`config.mk`:
```
export PLATFORM = sky130hd
export DESIGN_NAME = wrap_burst_reader
export DESIGN_NICKNAME = d
export VERILOG_FILES = /design/src/rtl/wbr_pkg.sv /design/src/rtl/wbr_cfg_reg.sv /design/src/rtl/wbr_lat_cnt.sv /design/src/rtl/wbr_wrap_gen.sv /design/src/rtl/wrap_burst_reader.sv
export SDC_FILE = /design/constraint.sdc
export NUM_CORES = 1
export LEC_CHECK = 0
export ABC_AREA = 0
export BUFFER_PORTS_ARGS = -buffer_cell sky130_fd_sc_hd__buf_2
export CORE_MARGIN = 3
export CORE_UTILIZATION = 45
export DETAILED_ROUTE_END_ITERATION = 10
export GPL_ROUTABILITY_DRIVEN = 0
export PLACE_DENSITY_LB_ADDON = 0.12
export SKIP_CTS_REPAIR_TIMING = 1
export SYNTH_ARGS = -nofsm -noshare
export SYNTH_HDL_FRONTEND = slang
export SYNTH_SLANG_ARGS = --single-unit
```
`constraint.sdc`:
```
create_clock -name clk -period 4.4 [get_ports clk]
set_clock_uncertainty 0.15 [all_clocks]
set_input_delay 0.66 -clock clk [delete_from_list [all_inputs] [get_ports clk]]
set_output_delay 0.66 -clock clk [all_outputs]
set_load 0.02 [all_outputs]
```
`src/rtl/wbr_pkg.sv`:
```
package wbr_pkg;

  typedef enum logic [1:0] {
    SP_MAIN = 2'd0,
    SP_CFG  = 2'd1,
    SP_PROT = 2'd2,
    SP_SEC  = 2'd3
  } space_e;

  typedef enum logic [1:0] {
    ST_IDLE,
    ST_LAT,
    ST_BURST,
    ST_SINGLE
  } state_e;

  localparam int CFG_W = 7;
  localparam int LAT_W = 5;
  localparam int OFS_W = 3;

  // window size minus one, from the length field
  function automatic logic [OFS_W-1:0] len_mask(input logic [1:0] code);
    case (code)
      2'b10:   return 3'd3;
      2'b11:   return 3'd7;
      default: return 3'd1;
    endcase
  endfunction

  // latency in clocks from the stored field, clamped to 16
  function automatic logic [LAT_W-1:0] lat_decode(input logic [3:0] f);
    if (f > 4'd14) return 5'd16;
    return {1'b0, f} + 5'd2;
  endfunction

  // low address bits of beat k inside an aligned window
  function automatic logic [OFS_W-1:0] wrap_low(input logic [OFS_W-1:0] s,
                                                input logic [OFS_W-1:0] k,
                                                input logic [OFS_W-1:0] m);
    return (s & ~m) | ((s + k) & m);
  endfunction

  function automatic logic is_array_space(input logic [1:0] sp);
    return (sp == SP_MAIN) || (sp == SP_SEC);
  endfunction

endpackage

```
`src/rtl/wbr_cfg_reg.sv`:
```
module wbr_cfg_reg
  import wbr_pkg::*;
(
  input  logic             clk,
  input  logic             rst_n,
  input  logic             we,
  input  logic [CFG_W-1:0] wdata,
  output logic [CFG_W-1:0] cfg_q,
  output logic             burst_en,
  output logic [OFS_W-1:0] mask,
  output logic [LAT_W-1:0] lat
);

  always_ff @(posedge clk or negedge rst_n) begin
    if (!rst_n)  cfg_q <= '0;
    else if (we) cfg_q <= wdata;
  end

  assign burst_en = cfg_q[0];
  assign mask     = len_mask(cfg_q[2:1]);
  assign lat      = lat_decode(cfg_q[6:3]);

endmodule

```
`src/rtl/wbr_lat_cnt.sv`:
```
module wbr_lat_cnt
  import wbr_pkg::*;
(
  input  logic             clk,
  input  logic             rst_n,
  input  logic             clr,
  input  logic             load,
  input  logic             run,
  input  logic [LAT_W-1:0] lat,
  output logic             done
);

  logic [LAT_W-1:0] cnt;

  assign done = (cnt == lat);

  always_ff @(posedge clk or negedge rst_n) begin
    if (!rst_n)              cnt <= '0;
    else if (clr)            cnt <= '0;
    else if (load)           cnt <= LAT_W'(1);
    else if (run && !done)   cnt <= cnt + LAT_W'(1);
  end

endmodule

```
`src/rtl/wbr_wrap_gen.sv`:
```
module wbr_wrap_gen
  import wbr_pkg::*;
#(
  parameter int AW = 19
) (
  input  logic             clk,
  input  logic             rst_n,
  input  logic             load,
  input  logic             step,
  input  logic [AW-1:0]    start,
  input  logic [OFS_W-1:0] mask,
  output logic [AW-1:0]    cur_addr,
  output logic [AW-1:0]    start_q,
  output logic             at_last
);

  logic [OFS_W-1:0] beat;

  always_ff @(posedge clk or negedge rst_n) begin
    if (!rst_n) begin
      beat    <= '0;
      start_q <= '0;
    end else if (load) begin
      beat    <= '0;
      start_q <= start;
    end else if (step) begin
      beat    <= (beat + OFS_W'(1)) & mask;
    end
  end

  assign at_last  = (beat == mask);
  assign cur_addr = {start_q[AW-1:OFS_W], wrap_low(start_q[OFS_W-1:0], beat, mask)};

endmodule

```
`src/rtl/wrap_burst_reader.sv`:
```
module wrap_burst_reader
  import wbr_pkg::*;
#(
  parameter int AW        = 19,
  parameter int DW        = 32,
  parameter int SEC_WORDS = 64
) (
  input  logic             clk,
  input  logic             rst_n,
  input  logic             ce,
  input  logic             adv,
  input  logic             oe,
  input  logic [AW-1:0]    addr,
  input  logic [1:0]       space,
  input  logic [DW-1:0]    prot_bits,
  output logic [DW-1:0]    dout,
  output logic             dout_oe,
  output logic             eob,
  output logic             eob_oe,
  output logic             dinv,
  input  logic             cfg_we,
  input  logic [CFG_W-1:0] cfg_wdata,
  output logic             arr_re,
  output logic [AW-1:0]    arr_addr,
  output logic             arr_sec,
  input  logic [DW-1:0]    arr_rdata
);

  localparam logic [AW-1:0] SEC_LIM = AW'(SEC_WORDS);

  // configuration
  logic [CFG_W-1:0] cfg_q;
  logic             burst_en;
  logic [OFS_W-1:0] win_mask;
  logic [LAT_W-1:0] lat;

  wbr_cfg_reg u_cfg (
    .clk      (clk),
    .rst_n    (rst_n),
    .we       (cfg_we),
    .wdata    (cfg_wdata),
    .cfg_q    (cfg_q),
    .burst_en (burst_en),
    .mask     (win_mask),
    .lat      (lat)
  );

  // control state and named events
  state_e st;
  logic   sec_q;
  logic   burst_start;
  logic   burst_step;
  logic   async_rd;
  logic   lat_done;
  logic   in_single;

  assign burst_start = ce && burst_en && adv;
  assign in_single   = (st == ST_SINGLE);
  assign burst_step  = ce && burst_en && !adv &&
                       ((st == ST_BURST) || ((st == ST_LAT) && lat_done));
  assign async_rd    = ce && !burst_en && is_array_space(space);

  wbr_lat_cnt u_lat (
    .clk   (clk),
    .rst_n (rst_n),
    .clr   (!ce || !burst_en),
    .load  (burst_start),
    .run   (st == ST_LAT),
    .lat   (lat),
    .done  (lat_done)
  );

  logic [AW-1:0] win_addr;
  logic [AW-1:0] win_start;
  logic          at_last;

  wbr_wrap_gen #(.AW(AW)) u_wrap (
    .clk      (clk),
    .rst_n    (rst_n),
    .load     (burst_start),
    .step     (burst_step),
    .start    (addr),
    .mask     (win_mask),
    .cur_addr (win_addr),
    .start_q  (win_start),
    .at_last  (at_last)
  );

  // register-space word for the space on the bus
  logic [DW-1:0] reg_word;
  assign reg_word = (space == SP_CFG) ? DW'(cfg_q) : prot_bits;

  // output stage
  logic          out_valid;
  logic          out_arr;
  logic          out_last;
  logic          out_dinv;
  logic [DW-1:0] sdat;

  always_ff @(posedge clk or negedge rst_n) begin
    if (!rst_n) begin
      st        <= ST_IDLE;
      sec_q     <= 1'b0;
      out_valid <= 1'b0;
      out_arr   <= 1'b1;
      out_last  <= 1'b0;
      out_dinv  <= 1'b0;
      sdat      <= '0;
    end else if (!ce) begin
      st        <= ST_IDLE;
      out_valid <= 1'b0;
      out_last  <= 1'b0;
      out_dinv  <= 1'b0;
    end else if (!burst_en) begin
      st        <= ST_IDLE;
      out_valid <= 1'b1;
      out_arr   <= is_array_space(space);
      sdat      <= reg_word;
      out_last  <= 1'b0;
      out_dinv  <= (space == SP_SEC) && (addr >= SEC_LIM);
    end else if (adv) begin
      out_last <= 1'b0;
      out_dinv <= 1'b0;
      if (is_array_space(space)) begin
        st        <= ST_LAT;
        sec_q     <= (space == SP_SEC);
        out_valid <= 1'b0;
      end else begin
        st        <= ST_SINGLE;
        out_valid <= 1'b1;
        out_arr   <= 1'b0;
        sdat      <= reg_word;
      end
    end else if (burst_step) begin
      st        <= ST_BURST;
      out_valid <= 1'b1;
      out_arr   <= 1'b1;
      out_last  <= at_last;
      out_dinv  <= sec_q && (win_addr >= SEC_LIM);
    end
  end

  // array port
  assign arr_re   = burst_step || async_rd;
  assign arr_addr = burst_step ? win_addr : addr;
  assign arr_sec  = burst_step ? sec_q : (space == SP_SEC);

  // pin drivers
  assign dout_oe = ce && oe && out_valid;
  assign dout    = out_arr ? arr_rdata : sdat;
  assign eob_oe  = dout_oe && out_last;
  assign eob     = eob_oe;
  assign dinv    = dout_oe && out_dinv;

endmodule

```
* Word level (Yosys, flattened, before mapping)
Cells that the tools add are included.
** Word-level totals
- Memory bits (read-only) :: 0
- Memories kept :: 0
- Memory bits (writable) :: 0
- Register bits :: 73
- Input port bits :: 98
- Latch bits :: 0
- Output and inout bits :: 57
- Logic and storage cells :: 101
** Cells by class
- Add/subtract/negate cells :: 4
- Reduce and logical (&&, ||, !) cells :: 28
- Shifts and indexed selects :: 0
- Eq/ne operators :: 13
- Div/mod/pow operators :: 0
- Bitwise logic cells :: 5
- Mux-type cells :: 37
- $mul :: 0
- Magnitude comparators :: 3
** Operators with widths (number)
- $mux 32 :: 5
- $ge 19x7->1 const B :: 2
- $mux 5 :: 5
- $mux 19 :: 1
- $mux 1 :: 18
- $logic_and 1x1->1 :: 14
- $mux 2 :: 5
- $and 3x3->3 :: 3
- $eq 2x2->1 const B :: 4
- $mux 3 :: 2
- $ne 3x3->1 const B :: 2
- $pmux 3 s2 :: 1
- $reduce_and 3->1 :: 2
- $add 4x2->5 const B :: 1
- $add 5x1->5 const B :: 1
- $eq 5x5->1 :: 1
- $eq 2x1->1 const B :: 2
- $gt 4x4->1 const B :: 1
- $logic_not 1->1 :: 4
- $logic_or 1x1->1 :: 4
- $ne 2x2->1 const B :: 2
- $ne 4x4->1 const B :: 1
- $reduce_and 4->1 :: 1
- $add 3x1->3 const B :: 1
- other kinds (7) :: 7

* Depth between registers and ports, before layout
Gate-level depths: netlist of the first run.
- Depth after elaboration :: 11
- Gate-level depth with buffers :: 8
- Gate-level depth less buffers :: 7

* Modules after synthesis
A second synthesis of the first run with hierarchy kept.
** Second synthesis, totals
- Cell total of the unflattened synthesis :: 398
- Area total of the unflattened synthesis :: 4336.7 um^2
** Modules (own cells, without submodules)
- wrap_burst_reader :: instances 1, area an instance 2558.7 um^2, seq. area each 977.2 um^2, cells an instance 254
- wbr_wrap_gen :: instances 1, area an instance 1087.3 um^2, seq. area each 550.5 um^2, cells an instance 81
- wbr_cfg_reg :: instances 1, area an instance 369.1 um^2, seq. area each 175.2 um^2, cells an instance 28
- wbr_lat_cnt :: instances 1, area an instance 321.6 um^2, seq. area each 125.1 um^2, cells an instance 35

* Worst setup path before layout of the first run
OpenSTA, ideal clock, no wires.
- Path kind :: input -> output
- Start :: input port ce
- End :: output port arr_addr[1]
- Setup slack :: 1.418 ns
- Buffers on the path :: 2
- Data required time :: 3.590 ns
- Data arrival time :: 2.172 ns
- Stages on the path :: 6
- Cell sequence :: clkbuf_1 > inv_1 > nor2_1 > a41oi_4 > clkbuf_1 > o21ai_0
** Between the ends
- Word-level cells in the longest chain between the ends :: 4
** RTL lines
- start, declared :: RTL line wrap_burst_reader.sv:10 : input logic ce,
- $logic_and 1x1->1 (3 in a row) :: RTL line wrap_burst_reader.sv:59 : assign burst_step = ce && burst_en && !adv &&
- $mux 19 :: RTL line wrap_burst_reader.sv:145 : assign arr_addr = burst_step ? win_addr : addr;
- end, declared :: RTL line wrap_burst_reader.sv:24 : output logic [AW-1:0] arr_addr,
No other way between the ends.

* Final worst setup path of the first run
- Start :: register u_cfg.cfg_q[4]
- End :: output port arr_addr[0]
** Between the ends
- Word-level cells in the longest chain between the ends :: 8
- Elaborated cells between the ends (all ways) :: 9
- Those cells by class :: add/sub (1); order compare (1); eq/ne (1); mux (3); reduce/logical (3)
** RTL lines
- start, declared :: RTL line wbr_cfg_reg.sv:8 : output logic [CFG_W-1:0] cfg_q,
- start signal, assigned :: RTL line wbr_cfg_reg.sv:16 : else if (we) cfg_q <= wdata;
- $gt 4x4->1 :: RTL line wbr_pkg.sv:32 : if (f > 4'd14) return 5'd16;
- $mux 1 :: RTL line wbr_pkg.sv:32
- $mux 5 (*) :: RTL line wbr_pkg.sv:33 : return {1'b0, f} + 5'd2;
- $eq 5x5->1 (*) :: RTL line wbr_lat_cnt.sv:15 : assign done = (cnt == lat);
- $logic_and 1x1->1 (*) :: RTL line wrap_burst_reader.sv:60 : ((st == ST_BURST) || ((st == ST_LAT) && lat_done));
- $logic_or 1x1->1 (*) :: RTL line wrap_burst_reader.sv:60
- $logic_and 1x1->1 (*) :: RTL line wrap_burst_reader.sv:59
- $mux 19 (*) :: RTL line wrap_burst_reader.sv:145
Mark *: on every way between the ends. The rest lies on a longest branch, timed or not.

==> impl_metrics.csv, run 1 <==
group,metric,value,unit
status,status,"completed",
global_route,grt_pass1_wl,15200,um
floorplan,start_util,46.6,%
placed_design,dpl_worst_slack,0.933,ns
synth,ys_ff_latch,73,
floorplan,core-area,8760,um2
routing,ant_nets,0,
setup_path,path_class,"register to output pin",
sta,finalCritPeriodShare,84.1,%
routing,drt-initial-drc-count,102,
placed_design,io_buffers,154,
sta,whs,0.305,ns
synth,synth.avg_cell_area,9.51,um2
global_route,grt_max_degree,74,
synth,synth_nets,535,
synth,netlist_area,4090,um2
global_route,use_met3,4.13,%
cts,cts_sinks,73,
setup_path,worst-path-max-fanout,30,
synth,synth_edf_count,0,
finish,final_cell_mix,"buf_2 (153), nand2_1 (108), dfrtp_1 (72), mux2_2 (58), o21ai_0 (40)",
setup_path,crit_path_frequent_cell,"xor2_1",
setup_path,path_cells,"ha_1 > xor2_1 > nand2_1 > xor2_1 > a41oi_4 > mux2_2 > buf_2",
setup_path,slowest_delay,0.87,ns
synth,synthArstFlopShare,100,%
sta,hold_violations,0,
routing,detail_route.wl_per_cell,14.3,um
sta,min_period,3.70,ns
setup_path,cp_data_required_time,3.59,ns
pwr,ir_drop,0.000146,V
routing,vias,3469,
synth,ys.flop_type,"dfrtp_1",
cts,clk_path_buf_depth,2,
setup_path,critPathArrivalTime,2.89,ns
global_route,grt_pass1_vias,3117,
global_route,met2_usage,31.7,%
global_route,grt.total_usage,18.7,%
finish,layout_commonest_cell,"buf_2",
cts,clk_latency,0.34,ns
global_route,busiest_layer,"met2",
sta,rsz0062_at_grt,"no",
floorplan,fp-row-count,34,
routing,routed_wirelength,9780,um
synth,synth.distinct_cells,41,
sta,setup_slack,0.699,ns
floorplan,dieHeight,101,um
synth,yosys_warnings,0,
setup_path,start_kind,"register",
pwr,p_total,1.89,mW
sta,fin_tns_setup,0,ns
cts,clk_pin_slew,0.07,ns
sta,drv_slew,0,
setup_path,path_delay_family,"compound AO/OA/AOI/OAI gates",
pwr,power_density,373,nW/um2
global_route,grt_use_met1,24.4,%
global_route,antenna_found_initial,0,
cts,numCtsBuffers,9,
sta,relSlewSlack,28.1,%
setup_path,slowest_stage,"a41oi_4",
floorplan,dieArea,10300,um2
floorplan,ioPinCount,155,
sta,worst_pin_slew,1.08,ns
hold_path,hp-class,"input port to async pin",
global_route,grt_overflow,0,
synth,syn_inst,430,
setup_path,cp-end-kind,"output pin",
cts,root_buffer,"clkbuf_8",
setup_path,cp.buffers_inverters,1,
cts,htree_levels,3,
finish,nNetsFinal,675,
routing,post-route-drc-count,0,
synth,ys_seq_area_share,44.7,%
pwr,p_leak,2.55,nW
sta,finalSetupViolations,0,
finish,area_growth_syn_to_layout,24.3,%
finish,layout-drive-gt1-share,40.9,%
finish,fillers,794,
placed_design,dpl.hpwl,7170,um
cts,cts_tree,"done",
floorplan,die_x,101,um
run,drv_cap,0,
finish,antenna_cells,0,
sta,max_freq,270,MHz
routing,vias_per_cell,5.09,
routing,first_pass_iters,4,
-- area by class of cell --
cell class	instances	area (um2)	area share, %
Sequential cell	73	1830	36.0
Inverter	7	26.3	0.517
Tap cell	108	135	2.66
Multi-Input combinational cell	324	2110	41.6
Timing Repair Buffer	155	781	15.4
Clock buffer	12	155	3.05
Clock inverter	3	40.0	0.788
-- final timing paths --
path / startpoint / slack (ns) / cells past startpoint / to
max: u_cfg.cfg_q[4] / 0.70 / 7 / arr_addr[0]
min: rst_n / 0.30 / 1 / sdat[24]
max reg2reg: u_cfg.cfg_q[4] / 1.71 / 7 / u_wrap.beat[2]
min reg2reg: u_wrap.start_q[5] / 0.33 / 2 / u_wrap.start_q[5]
max in group asynchronous: rst_n / 3.21 / 1 / u_wrap.start_q[8]
min in group clk: u_wrap.start_q[5] / 0.33 / 2 / u_wrap.start_q[5]
-- Yosys cell counts (2+ instances only) --
library cell,count,share of area (%)
clkbuf_1,20,1.8
and2_1,2,0.31
ha_1,6,1.8
nor2_1,16,1.5
o21ai_0,40,4.9
nand4_1,4,0.61
nand2b_1,28,4.3
xnor2_1,6,1.3
nor2b_1,2,0.31
nor3_1,2,0.24
mux2_2,58,16
nand2_1,109,10
nand3_1,12,1.5
buf_6,2,0.55
o22ai_1,2,0.31
dfrtp_1,72,44
a21oi_1,3,0.37
xor2_1,3,0.64
buf_4,2,0.37
mux2i_1,10,2.4
a211oi_1,2,0.37
inv_1,7,0.64
nor4_1,4,0.61
-- routing by layer --
layer  vias to the layer above  share of wire [%]
met3                         9                7.8
met4                         0                1.0
met1                      1599                 44
li1                       1736                  -
met2                       125                 47
met5                         -                  0
-- registers in the layout, indices dropped and copies added, names as in the netlist --
register	flops
out_last	1
out_valid	1
u_wrap.start_q	19
sec_q	1
out_dinv	1
u_wrap.beat	3
st	2
out_arr	1
u_cfg.cfg_q	7
sdat	32
u_lat.cnt	5
-- power by group --
part | total, mW | switching, mW | leakage [nW] | internal (mW)
registers | 0.868 | 0.0958 | 0.923 | 0.772
logic | 0.499 | 0.272 | 1.53 | 0.227
clock network | 0.527 | 0.238 | 0.102 | 0.288
-- per-stage QoR --
step           instances  util (%)  instance area, um2
6_report             682      58.0                5080
5_1_grt              682      58.0                5080
4_1_cts              682      58.0                5080
3_5_place_dp         667      55.7                4880
3_3_place_gp         667      55.7                4880
2_1_floorplan        430         -                4090
-- cell families after synthesis --
| family | count (synthesis) | share of synthesized area [%] |
|---|---|---|
| and+or+nand+nor | 183 | 20.1 |
| DFF | 73 | 44.7 |
| muxes | 68 | 18.4 |
| AOI/OAI and AO/OA | 57 | 8.88 |
| buffers and inverters | 33 | 3.61 |
| xor gates and xnor gates | 9 | 1.93 |
| adders and majority gates | 7 | 2.33 |
Power figures use the tool's default switching activity.
==> inputs of run 2 (changes only) <==
==> constraint.sdc (replaced) <==
create_clock -name clk -period 3.4 [get_ports clk]
set_clock_uncertainty 0.15 [all_clocks]
set_input_delay 0.51 -clock clk [delete_from_list [all_inputs] [get_ports clk]]
set_output_delay 0.51 -clock clk [all_outputs]
set_load 0.02 [all_outputs]
==> run 2 against run 1 <==
  * Sequential share of layout area shrank 0.55 points
  * Register-to-register slack lost 0.90 ns
  * Count of clock-buffer cells in the layout grew 1
  * Combinational power grew 31%
  * Sequential power grew 30%
  * Global-route usage grew 0.66 points
  * Final area grew 1.6%
  * Highest routed layer unchanged
==> impl_metrics.csv, run 2 (same netlist as run 1, synthesis figures left out) <==
group,metric,value,unit
global_route,grt_max_degree,74,
pwr,p_leak,2.58,nW
sta,worst_pin_slew,0.966,ns
floorplan,start_util,46.6,%
finish,layout_commonest_cell,"buf_2",
finish,area_growth_syn_to_layout,26.2,%
finish,final_cell_mix,"buf_2 (153), nand2_1 (108), dfrtp_1 (72), mux2_2 (58), o21ai_0 (40)",
finish,fin_util,58.9,%
cts,clk_path_buf_depth,2,
sta,min_period,3.27,ns
floorplan,core-area,8760,um2
cts,htree_levels,3,
setup_path,path_class,"register to output pin",
cts,root_buffer,"clkbuf_8",
floorplan,die_x,101,um
setup_path,r2r.worst_path.cells,8,
routing,routed_wirelength,10100,um
finish,largest-register,"sdat",
pwr,seqPwrFrac,44.6,%
pwr,internal_power,1.73,mW
finish,nNetsFinal,679,
hold_path,hp-class,"input port to async pin",
global_route,grt_overflow,0,
setup_path,critPathArrivalTime,2.61,ns
run,drv_cap,0,
setup_path,worst-path-max-fanout,12,
sta,hold_violations,0,
sta,drv_slew,0,
floorplan,dieHeight,101,um
cts,clk_pin_slew,0.07,ns
pwr,power_density,490,nW/um2
routing,vias,3523,
global_route,grt.total_usage,19.4,%
placed_design,io_buffers,154,
cts,numCtsBuffers,9,
cts,cts_sinks,73,
sta,finalSetupViolations,0,
routing,post-route-drc-count,0,
setup_path,cp-end-kind,"output pin",
routing,first_pass_iters,4,
pwr,netSwitchingFraction,31.5,%
placed_design,dpl.hpwl,7340,um
floorplan,fp-row-count,34,
pwr,ir_drop,0.000187,V
routing,vias_per_cell,5.13,
cts,cts_tree,"done",
sta,finalCritPeriodShare,96.1,%
finish,largest_reg_flops,32,
floorplan,ioPinCount,155,
setup_path,cp_data_required_time,2.74,ns
finish,layout-drive-gt1-share,41.5,%
global_route,antenna_found_initial,0,
routing,ant_nets,0,
routing,drt-initial-drc-count,95,
floorplan,dieArea,10300,um2
sta,max_freq,306,MHz
finish,fin_area,5160,um2
pwr,clkPwrFrac,29.5,%
placed_design,placed_area,4910,um2
pwr,p_sw,796,uW
setup_path,start_kind,"register",
routing,detail_route.wl_per_cell,14.7,um
sta,fin_tns_setup,0,ns
pwr,p_comb_share,26.0,%
sta,relSlewSlack,35.4,%
status,status,"completed",
cts,clk_latency,0.34,ns
global_route,grt_pass1_vias,3285,
finish,antenna_cells,0,
global_route,grt_pass1_wl,15800,um
finish,reg_top3,"sdat x32, u_wrap.start_q x19, u_cfg.cfg_q x7",
==> run 2: final timing paths <==
| path | from | endpoint | slack, ns |
|---|---|---|---|
| max reg2reg | u_cfg.cfg_q[4] | u_wrap.beat[2] | 0.81 |
| max in group asynchronous | rst_n | u_cfg.cfg_q[1] | 2.36 |
| min reg2reg | sdat[21] | sdat[21] | 0.33 |
| max | u_cfg.cfg_q[5] | arr_addr[0] | 0.13 |
| min in group clk | addr[2] | u_wrap.start_q[2] | 0.22 |
| min | rst_n | sdat[24] | 0.15 |
==> run 2: through the flow <==
| step | setup WS (ns) | total power [mW] | std cells | hold slack, ns |
|---|---|---|---|---|
| after floorplan | 0.620 | 1.55 | 430 | 0.0644 |
| after global placement | 0.367 | 1.78 | 670 | 0.307 |
| after detailed placement | 0.304 | 1.80 | 670 | 0.313 |
| after CTS | -0.0802 | 2.54 | 686 | 0.193 |
| after global routing | -0.0245 | 2.68 | 687 | 0.225 |
| final | 0.133 | 2.53 | 687 | 0.148 |
==> run 2: critical path, stage by stage, from the launching register on <==
cell and delay [ns]:
dfrtp_1 0.45, ha_1 0.21, xor2_1 0.17, nand2_1 0.11, xor2_2 0.22, a41oi_4 0.54, mux2_2 0.40, buf_2 0.16
==> run 2: power groups by stage <==
stage                     clock network, mW  logic, mW  registers, mW
after CTS                             0.758      0.660           1.13
after global placement                    0      0.643           1.14
final                                 0.745      0.656           1.13
after detailed placement                  0      0.657           1.14
after floorplan                           0      0.484           1.07
after global routing                  0.802      0.728           1.15
==> run 2: final cells by class <==
type / count / area, um2
Clock inverter: 3 / 65.1
Timing Repair Buffer: 158 / 803
Inverter: 7 / 26.3
Sequential cell: 73 / 1830
Clock buffer: 13 / 149
Tap cell: 108 / 135
Fill cell: 799 / 3600
Multi-Input combinational cell: 325 / 2150
==> run 2: layer usage <==
metal / GRT usage [%] / part of all wire [%] / wire [um]
met1: 24.9 / 43 / 4350
met2: 33.0 / 48 / 4850
met3: 3.44 / 7.5 / 760
met4: 6.54 / 1.4 / 139
met5: 0 / 0 / 0
==> inputs of run 3 (changes only) <==
--- a/config.mk
+++ b/config.mk
@@ -15,4 +15,5 @@
 export SKIP_CTS_REPAIR_TIMING = 1
 export SYNTH_ARGS = -nofsm -noshare
 export SYNTH_HDL_FRONTEND = slang
+export SYNTH_HIERARCHICAL = 1
 export SYNTH_SLANG_ARGS = --single-unit
==> run 3 against run 2 <==
  * The flow now finishes with violations (negative setup slack)
  * Global-route usage fell by 1.7 points
  * Utilization rose by 3.3 points
  * Critical path depth rose by 4
  * Synthesized cell count fell by 11%
  * Sequential share of layout area fell by 2.3 points
  * Register-to-register slack got worse by 0.08 ns
  * Count of clock-buffer cells in the layout fell by 3
  * Final area rose by 7.2%
  * Largest cell class unchanged
  * Non-clock buffer count rose by 11
  * Sequential cell count did not move
  * Cell count fell by 5.2%
==> impl_metrics.csv, run 3 <==
group,metric,value,unit
global_route,grt.total_usage,17.7,%
pwr,ir_drop,0.000261,V
setup_path,critPathArrivalTime,2.77,ns
setup_path,start_kind,"register",
finish,area_growth_syn_to_layout,31.1,%
cts,clk_path_buf_depth,2,
sta,hold_violations,0,
floorplan,start_util,47.4,%
sta,finalCritPeriodShare,101,%
status,status,"finished, violations left",
sta,setup_slack,-0.0326,ns
sta,max_freq,291,MHz
global_route,grt_pass1_vias,3121,
placed_design,io_buffers,154,
setup_path,cp-end-kind,"output pin",
synth,yosys_warnings,6,
floorplan,dieHeight,103,um
sta,rsz0062_at_grt,"yes",
finish,fin_util,62.2,%
cts,root_buffer,"clkbuf_8",
routing,vias,3310,
global_route,grt_overflow,0,
hold_path,hp-class,"input port to async pin",
sta,worst_pin_slew,0.920,ns
floorplan,ioPinCount,155,
floorplan,die_x,103,um
setup_path,path_class,"register to output pin",
finish,layout-drive-gt1-share,52.5,%
cts,numCtsBuffers,9,
pwr,power_density,475,nW/um2
cts,htree_levels,3,
routing,routed_wirelength,10200,um
cts,cts_sinks,73,
synth,syn_inst,382,
setup_path,worst-path-max-fanout,7,
synth,synth_nets,488,
global_route,grt_max_degree,74,
pwr,p_leak,2.69,nW
floorplan,dieArea,10600,um2
sta,finalSetupViolations,13,
placed_design,dpl.hpwl,7110,um
global_route,grt_pass1_wl,14600,um
sta,whs,0.152,ns
cts,clk_latency,0.34,ns
cts,cts_tree,"done",
synth,netlist_area,4220,um2
cts,clk_pin_slew,0.08,ns
finish,final_cell_mix,"buf_2 (133), dfrtp_1 (70), mux2_2 (55), nand2_1 (39), o21ai_0 (38)",
finish,reg_top3,"sdat x32, u_wrap/start_q x19, u_cfg/cfg_q x7",
run,drv_cap,0,
global_route,antenna_found_initial,0,
finish,layout_commonest_cell,"buf_2",
floorplan,core-area,8890,um2
synth,synth.avg_cell_area,11.0,um2
finish,largest-register,"sdat",
routing,post-route-drc-count,0,
routing,vias_per_cell,5.08,
finish,antenna_cells,0,
routing,first_pass_iters,4,
finish,nNetsFinal,644,
finish,largest_reg_flops,32,
sta,relSlewSlack,38.6,%
setup_path,rrSetupSlack,0.73,ns
status,violations,"negative setup slack",
setup_path,cp_data_required_time,2.74,ns
sta,min_period,3.43,ns
floorplan,fp-row-count,34,
sta,drv_slew,0,
routing,drt-initial-drc-count,92,
routing,detail_route.wl_per_cell,15.6,um
routing,ant_nets,0,
-- run 3: metrics by stage --
stage / cell area, um2 / instances / power, mW / worst slack (ns) / setup TNS (ns)
final: 5530 / 651 / 2.63 / -0.0326 / -0.316
after global routing: 5530 / 651 / 2.78 / -0.130 / -1.64
after CTS: 5230 / 641 / 2.61 / -0.0922 / -1.01
after detailed placement: 5030 / 625 / 1.92 / 0.295 / 0
after global placement: 5030 / 625 / 1.91 / 0.350 / 0
after floorplan: 4220 / 382 / 1.68 / 0.495 / 0
-- run 3: area by class of cell --
class                      instances  area, um2
tap                              108        135
clock inverter                     6       57.6
multi-input combinational        279       2280
clock buffer                      10        138
timing repair buffer             169       1070
sequential                        73       1830
fill                             711       3360
inverter                           6       22.5
-- run 3: critical path, stage by stage, from the launching register on --
cell	delay, ns
dfrtp_2	0.45
ha_4	0.24
a21boi_2	0.15
xnor2_1	0.21
nand2_2	0.12
nor2_4	0.11
nand3b_4	0.10
a211oi_4	0.28
buf_6	0.17
clkbuf_16	0.16
mux2_4	0.31
buf_6	0.13
-- run 3: per-layer routing --
metal	up-vias	part of all wire, %	track usage [%]
met5	-	0	0
met4	0	0.79	4.68
met3	8	7.4	4.80
met2	113	49	30.0
met1	1556	43	22.5
li1	1633	-	-
-- run 3: path summary, 6_finish.rpt --
| check | from | endpoint | cells past startpoint |
|---|---|---|---|
| worst min-delay path | rst_n | sdat[30] | 1 |
| max in group asynchronous | rst_n | u_cfg/cfg_q[5] | 1 |
| worst max register to register | u_cfg/cfg_q[5] | u_wrap/beat[0] | 13 |
| worst max-delay path | u_cfg/cfg_q[5] | arr_addr[6] | 11 |
| min in group clk | cfg_wdata[4] | u_cfg/cfg_q[4] | 3 |
| worst min register to register | sdat[13] | sdat[13] | 2 |
-- run 3: report_power, final --
part / total [mW] / internal [mW] / switching (mW)
Combinational: 0.791 / 0.409 / 0.381
Sequential: 1.16 / 1.01 / 0.145
Clock: 0.677 / 0.354 / 0.323
